==> config.mk <==
export PLATFORM = sky130hd
export DESIGN_NAME = bidir_capture_xcvr
export DESIGN_NICKNAME = d
export VERILOG_FILES = /design/src/rtl/xcvr_pkg.sv /design/src/rtl/xcvr_sync.sv /design/src/rtl/xcvr_lane.sv /design/src/rtl/bidir_capture_xcvr.sv
export SDC_FILE = /design/constraint.sdc
export NUM_CORES = 1
export LEC_CHECK = 0
export ABC_AREA = 1
export BUFFER_PORTS_ARGS = -buffer_cell sky130_fd_sc_hd__buf_2
export CAP_MARGIN = 10
export CELL_PAD_IN_SITES_DETAIL_PLACEMENT = 0
export CELL_PAD_IN_SITES_GLOBAL_PLACEMENT = 2
export CORE_ASPECT_RATIO = 2
export CORE_UTILIZATION = 36
export CTS_CLUSTER_DIAMETER = 50
export CTS_CLUSTER_SIZE = 14
export DETAILED_ROUTE_END_ITERATION = 8
export HOLD_SLACK_MARGIN = 0.03
export PLACE_DENSITY = 0.78
export SLEW_MARGIN = 0
export SYNTH_ARGS = -nofsm -noshare
export SYNTH_HDL_FRONTEND = slang
export SYNTH_SLANG_ARGS = --single-unit
export TNS_END_PERCENT = 20
==> constraint.sdc <==
create_clock -name clk -period 1.72 [get_ports clk]
set_clock_uncertainty 0.2 [all_clocks]
set_input_delay 0.258 -clock clk [delete_from_list [all_inputs] [get_ports clk]]
set_output_delay 0.258 -clock clk [all_outputs]
set_load 0.05 [all_outputs]
==> src/rtl/xcvr_pkg.sv <==
package xcvr_pkg;
    typedef enum logic [1:0] {
        LN_OFF  = 2'd0,
        LN_PASS = 2'd1,
        LN_HOLD = 2'd2
    } lane_state_e;

    localparam int SYNC_DEPTH = 2;
endpackage

==> src/rtl/xcvr_sync.sv <==
module xcvr_sync #(
    parameter int   W       = 1,
    parameter int   DEPTH   = 2,
    parameter logic RST_VAL = 1'b0
) (
    input  logic         clk,
    input  logic         rst_n,
    input  logic [W-1:0] d,
    output logic [W-1:0] q
);
    logic [DEPTH-1:0][W-1:0] stage_q;

    always_ff @(posedge clk or negedge rst_n) begin
        if (!rst_n) begin
            stage_q <= {DEPTH{{W{RST_VAL}}}};
        end else begin
            for (int i = DEPTH - 1; i > 0; i--) begin
                stage_q[i] <= stage_q[i-1];
            end
            stage_q[0] <= d;
        end
    end

    assign q = stage_q[DEPTH-1];
endmodule

==> src/rtl/xcvr_lane.sv <==
module xcvr_lane
    import xcvr_pkg::*;
#(
    parameter int W = 18
) (
    input  logic         clk,
    input  logic         rst_n,
    input  logic [W-1:0] din,
    input  logic         oe_n,
    input  logic         le,
    input  logic         cp,
    input  logic         ce_n,
    output logic [W-1:0] dout,
    output logic         drv_en
);
    logic [W-1:0] data_s2;
    logic [W-1:0] data_s3;
    logic         le_s, cp_s, ce_s, cp_s3;
    logic         fall;
    logic [W-1:0] held_q;
    lane_state_e  state_q, state_d;

    xcvr_sync #(.W(W), .DEPTH(SYNC_DEPTH), .RST_VAL(1'b0)) u_data_sync (
        .clk(clk), .rst_n(rst_n), .d(din), .q(data_s2));
    xcvr_sync #(.W(2), .DEPTH(SYNC_DEPTH), .RST_VAL(1'b0)) u_ctl_sync (
        .clk(clk), .rst_n(rst_n), .d({le, cp}), .q({le_s, cp_s}));
    xcvr_sync #(.W(1), .DEPTH(SYNC_DEPTH), .RST_VAL(1'b1)) u_ce_sync (
        .clk(clk), .rst_n(rst_n), .d(ce_n), .q(ce_s));

    // one more stage: data and clock level from the previous sample
    always_ff @(posedge clk or negedge rst_n) begin
        if (!rst_n) begin
            data_s3 <= '0;
            cp_s3   <= 1'b0;
        end else begin
            data_s3 <= data_s2;
            cp_s3   <= cp_s;
        end
    end

    assign fall = cp_s3 && !cp_s;

    // next-state logic: release, close, open
    always_comb begin
        state_d = state_q;
        unique case (state_q)
            LN_OFF:  state_d = le_s ? LN_PASS : LN_HOLD;
            LN_PASS: if (!le_s) state_d = LN_HOLD;
            LN_HOLD: if (le_s)  state_d = LN_PASS;
            default: state_d = LN_OFF;
        endcase
    end

    always_ff @(posedge clk or negedge rst_n) begin
        if (!rst_n) state_q <= LN_OFF;
        else        state_q <= state_d;
    end

    // storage element: tracks while open, captures on enabled falling edge
    always_ff @(posedge clk or negedge rst_n) begin
        if (!rst_n) begin
            held_q <= '0;
        end else begin
            unique case (state_q)
                LN_PASS: held_q <= data_s2;
                LN_HOLD: if (fall && !ce_s) held_q <= data_s3;
                default: ;
            endcase
        end
    end

    // outputs
    always_comb begin
        unique case (state_q)
            LN_PASS: dout = data_s2;
            LN_HOLD: dout = held_q;
            default: dout = held_q;
        endcase
        drv_en = (state_q != LN_OFF) && !oe_n;
    end

    always @(posedge clk) begin
        if (!rst_n) begin
            a_r1_quiet_in_reset: assert (!drv_en && held_q == '0 && state_q == LN_OFF)
                else $error("R1: lane active during reset");
        end
    end

    a_r2_track_when_open: assert property (@(posedge clk) disable iff (!rst_n)
        (state_q == LN_PASS) |=> (held_q == $past(data_s2)))
        else $error("R2: stored value not tracking in transparent state");

    a_r3_capture_on_fall: assert property (@(posedge clk) disable iff (!rst_n)
        (state_q == LN_HOLD && fall && !ce_s) |=> (held_q == $past(data_s3)))
        else $error("R3: falling edge did not capture");

    a_r4_keep_without_edge: assert property (@(posedge clk) disable iff (!rst_n)
        (state_q == LN_HOLD && !fall) |=> $stable(held_q))
        else $error("R4: stored value changed without an edge");

    a_r5_gate_blocks_edge: assert property (@(posedge clk) disable iff (!rst_n)
        (state_q == LN_HOLD && ce_s) |=> $stable(held_q))
        else $error("R5: gated edge changed stored value");
endmodule

==> src/rtl/bidir_capture_xcvr.sv <==
module bidir_capture_xcvr #(
    parameter int W = 18
) (
    input  logic         clk,
    input  logic         rst_n,
    input  logic [W-1:0] a_in,
    input  logic [W-1:0] b_in,
    input  logic         a2b_oe_n,
    input  logic         a2b_le,
    input  logic         a2b_cp,
    input  logic         a2b_ce_n,
    input  logic         b2a_oe_n,
    input  logic         b2a_le,
    input  logic         b2a_cp,
    input  logic         b2a_ce_n,
    output logic [W-1:0] b_out,
    output logic         b_drv_en,
    output logic [W-1:0] a_out,
    output logic         a_drv_en,
    output logic         bus_clash
);
    xcvr_lane #(.W(W)) u_a2b (
        .clk(clk), .rst_n(rst_n), .din(a_in),
        .oe_n(a2b_oe_n), .le(a2b_le), .cp(a2b_cp), .ce_n(a2b_ce_n),
        .dout(b_out), .drv_en(b_drv_en));

    xcvr_lane #(.W(W)) u_b2a (
        .clk(clk), .rst_n(rst_n), .din(b_in),
        .oe_n(b2a_oe_n), .le(b2a_le), .cp(b2a_cp), .ce_n(b2a_ce_n),
        .dout(a_out), .drv_en(a_drv_en));

    assign bus_clash = a_drv_en && b_drv_en;

    a_r6_fwd_disabled: assert property (@(posedge clk) disable iff (!rst_n)
        a2b_oe_n |-> !b_drv_en)
        else $error("R6: port B driven while disabled");

    a_r6_rev_disabled: assert property (@(posedge clk) disable iff (!rst_n)
        b2a_oe_n |-> !a_drv_en)
        else $error("R6: port A driven while disabled");

    a_r8_clash_flag: assert property (@(posedge clk) disable iff (!rst_n)
        (!a2b_oe_n && !b2a_oe_n) |-> bus_clash)
        else $error("R8: clash not flagged");
endmodule

## After elaboration in Yosys (flattened, before gate mapping)

Cells that the tools add are included.

- Equal/unequal tests: 10
- Mux-type cells: 14
- Reductions and logical operators: 23

Operators with widths:

| cell | number |
|---|---|
| $mux W18 | 4 |
| $pmux W18 S2 | 2 |
| $mux W2 | 6 |
| $pmux W2 S3 | 2 |
| $ne A2 B2 Y1 const B | 4 |
| $reduce_and A2 Y1 | 4 |
| $reduce_bool A2 Y1 | 4 |
| $logic_and A1 B1 Y1 | 7 |
| $logic_not A1 Y1 | 6 |
| $eq A2 B1 Y1 const B | 2 |
| $eq A2 B2 Y1 const B | 2 |
| $logic_not A2 Y1 | 2 |
| $ne A2 B1 Y1 const B | 2 |

- Register bits: 162
- Input bits: 46
- Output and inout bits: 39
- Word-level logic and storage cells: 67

## Logic depth before layout (Yosys ltp)

- Word-level depth: 5
- Mapped depth: 9
- Gate-level depth less buffers: 7

## Modules after synthesis

A second synthesis with hierarchy kept.

- Cells, all modules: 578
- Area total of the unflattened synthesis: 5993.2 µm²

Modules (own cells, without submodules):

| module | instances | cells an instance | area each (µm²) | sequential area each (µm²) |
|---|---|---|---|---|
| xcvr_lane | 2 | 226 | 1789.2 | 975.9 |
| xcvr_sync (u_a2b.u_data_sync ...) | 2 | 54 | 1036.0 | 900.9 |
| xcvr_sync (u_a2b.u_ctl_sync ...) | 2 | 6 | 115.1 | 100.1 |
| xcvr_sync (u_a2b.u_ce_sync ...) | 2 | 2 | 52.6 | 52.6 |
| bidir_capture_xcvr | 1 | 2 | 7.5 | 0.0 |

## Least setup slack after synthesis

Ideal clock, no wire load.

- Kind: flip-flop to output port
- Start: register u_a2b.state_q[0]
- End: output port bus_clash
- Arrival: 1.998 ns
- Required time: 1.262 ns
- Path slack: -0.736 ns
- Stages on the path, launching flop included: 3
- Path buffers: 0
- Path through: dfrtp_1 -> nor2_1 -> nor4_1

- Word-level cells in the longest chain between the ends: 3

RTL lines:

| what | line | source |
|---|---|---|
| start, declared | xcvr_lane.sv:21 | `lane_state_e state_q, state_d;` |
| start signal, assigned | xcvr_lane.sv:56 | `else state_q <= state_d;` |
| $reduce_bool A2 Y1 | xcvr_lane.sv:79 | `drv_en = (state_q != LN_OFF) && !oe_n;` |
| $logic_and A1 B1 Y1 | xcvr_lane.sv:79 |  |
| $logic_and A1 B1 Y1 | bidir_capture_xcvr.sv:32 | `assign bus_clash = a_drv_en && b_drv_en;` |
| end, declared | bidir_capture_xcvr.sv:20 | `output logic bus_clash` |

Every way passes these cells.

## Final worst setup path

Ends and elaborated chain as after synthesis.

==> impl_metrics.yaml <==
floorplan:
  dieArea_sq_um: 16400
  start_util_pct: 37.2
  io_pins: 85
  fp.dieW_um: 91.1
  die_h_um: 180
  core_area_sq_um: 15400
  rows: 64
placed_design:
  placedInstanceArea_sq_um: 6520
  dpl.hpwl_um: 8210
  port_buffers: 84
  gp_congestion: 0.810
routing:
  met2_length_um: 7530
  viasPerCell: 4.54
  drc: 0
  drtAntennaViolNets: 0
  wl_met1_um: 5130
  firstDrtPassIters: 4
  drt_iter0_markers: 121
  wl_per_cell_um: 14.8
  wl_met3_um: 350
  via_count: 4122
  route.top_layer_used: "met4"
  drt_wl_total_um: 13400
finish:
  nets: 744
  final_layout_size_suffix_gt1_share_pct: 30.0
  post-route-cell-area_sq_um: 8190
  areaGrowthSynthToFinish_pct: 43.3
  fin_util_pct: 53.3
  antennaDiodeCount: 0
  fill_cells: 1418
timing:
  slew_viol_final: 0
  hold_viol: 0
  whs_ns: 0.111
  period_share_pct: 112
  rsz0062_at_grt: "true"
  max_slew_margin_pct: 73.4
  fmax_mhz: 517
  tightest_slew_ns: 0.399
  worst_slack_ns: -0.213
  period_minus_slack_ns: 1.93
  setup_viol: 39
worst_setup_path:
  end_kind: "primary output"
  r2r_start: "u_a2b.state_q[0]"
  path_max_fanout: 4
  cp.arrival_ns: 1.48
  startpoint: "u_a2b.state_q[0]"
  start_kind: "flip-flop"
  required_ns: 1.26
  path_class: "flip-flop to primary output"
logic_synthesis:
  yosysSeqAreaShare_pct: 71.0
  yosysWarnings: 0
  ys_ff_latch: 162
  synth.distinct_cells: 19
  syn_area_sq_um: 5720
  syn_nets: 583
  syn_inst: 537
  avgSynthCellArea_sq_um: 10.6
cts:
  clkTransAtPathRegs_ns: 0.06
  cts_tree: "yes"
  clkLatencyLatePin_ns: 0.41
  numCtsBuffers: 17
  cts.htree.levels: 4
  clkSinkCount: 162
  clock_path_buffers: 2
  cts_root_buf: "clkbuf_16"
global_route:
  grtUsageTotal_pct: 17.7
  antenna_found_initial: 0
  overflow: 0
  first_global_vias: 4362
  grt_pass1_wl_um: 22100
  grt_max_degree: 47
power_and_ir_drop:
  power.total_mw: 10.1
  leakagePower_nw: 4.14
  powerDensity_nw_per_um2: 1240
  vdd_drop_max_mv: 1.02
worst_hold_path:
  holdCritPathClass: "input port to async pin"
job:
  drv_cap: 0
status:
  violations: "setup timing"
  status: "complete, but fails checks"
==> registers in the layout (all words and copies together), names as in the netlist, 18 cells and up <==
signal	cells
u_a2b.u_data_sync.q	18
u_a2b.held_q	18
u_a2b.data_s3	18
u_b2a.u_data_sync.stage_q	18
u_b2a.u_data_sync.q	18
u_b2a.data_s3	18
u_b2a.held_q	18
u_a2b.u_data_sync.stage_q	18
==> through the flow <==
stage	setup slack, ns	setup TNS [ns]	cells
finish	-0.213	-6.85	908
global route	-0.277	-10.04	908
detailed placement	0.0601	0	818
CTS	-0.215	-7.59	905
global placement	0.111	0	818
floorplan	-0.0717	-1.02	537
==> path summary, 6_finish.rpt <==
kind	end	slack [ns]	cells after the start
setup / recovery	bus_clash	-0.21	4
hold / removal	u_b2a.data_s3[0]	0.11	2
setup reg to reg	u_a2b.held_q[13]	0.07	6
hold reg to reg	u_a2b.u_data_sync.q[6]	0.15	0
max in group asynchronous	u_a2b.u_ce_sync.stage_q[0]	0.59	3
min in group clk	u_a2b.u_data_sync.q[6]	0.15	0
==> logic make-up (layout without fill, tap and decap cells) <==
kind of cell    count (synthesis)  in the layout  share of synthesized area (%)
compound gates                  4              4                          0.438
buf+inv                        32            205                           3.59
flops                         162            162                           71.0
simple gates                  339            339                           25.0
==> power by group <==
group | internal [mW] | leakage [nW] | switching (mW) | total, mW
clock | 2.24 | 0.286 | 1.46 | 3.70
combinational | 0.840 | 1.94 | 1.27 | 2.11
sequential | 4.14 | 1.91 | 0.192 | 4.33
total | 7.22 | 4.14 | 2.92 | 10.1
==> cell usage after synthesis <==
cell type  instances  area, sq um
buf_6              6         67.6
nand2_2            2         12.5
nand3_1           72          360
a21oi_1            2         10.0
dfstp_2            4          105
nand2_1          252          946
inv_1              4         15.0
nand2_4            2         22.5
inv_4              2         12.5
nor4_1             1         6.26
nor2_1             6         22.5
buf_2              4         20.0
dfrtp_1          158         3950
nand3_4            2         35.0
inv_2              2         7.51
a21boi_0           2         15.0
nor2_4             2         22.5
buf_4              8         60.1
clkbuf_1           6         22.5
==> cells in the final DEF, fill, tap and decap left out, types with 2 or more instances in the layout <==
master,netlist,layout
a21boi_0,2,2
a21oi_1,2,2
buf_12,0,8
buf_2,4,45
buf_4,8,21
buf_6,6,38
buf_8,0,6
bufbuf_16,0,4
bufinv_16,0,2
clkbuf_1,6,2
clkbuf_16,0,18
clkbuf_8,0,3
clkinv_2,0,4
dfrtp_1,158,156
dfrtp_2,0,2
dfstp_2,4,4
dlygate4sd3_1,0,43
inv_1,4,4
inv_2,2,2
inv_4,2,2
nand2_1,252,213
nand2_2,2,32
nand2_4,2,11
nand3_1,72,70
nand3_2,0,2
nand3_4,2,2
nor2_1,6,5
nor2_4,2,2
==> final cells by class <==
| type | instances | area (sq um) | share of cell area [%] |
|---|---|---|---|
| flip-flops and latches | 162 | 4060 | 49.6 |
| well taps | 198 | 248 | 3.02 |
| clock buffers | 22 | 474 | 5.79 |
| clock inverters | 9 | 105 | 1.28 |
| repair buffers | 166 | 1650 | 20.1 |
| multi-input cells | 343 | 1620 | 19.8 |
| inverters | 8 | 35.0 | 0.428 |
==> layer usage <==
metal | vias to the layer above | GRT usage (%)
met4 | 0 | 7.56
met3 | 23 | 3.67
met2 | 85 | 32.7
met1 | 2011 | 19.2
li1 | 2003 | -
met5 | - | 0
==> critical path: stages (launching register included) <==
cell and delay, ns:
dfrtp_2 0.44, nor2_1 0.06, buf_4 0.16, nor4_4 0.21
buf_6 0.19
==> repair_timing <==
item | in CTS | in global routing
buffers inserted | 9 | 2
gates cloned | 4 | 1
hold buffers | 43 | 0
endpoints found under the setup margin | 39 | 56
pin swaps | 3 | 5
endpoints found under the hold margin | 202 | 0
gates resized for setup | 97 | 37
Power figures use the tool's default switching activity.
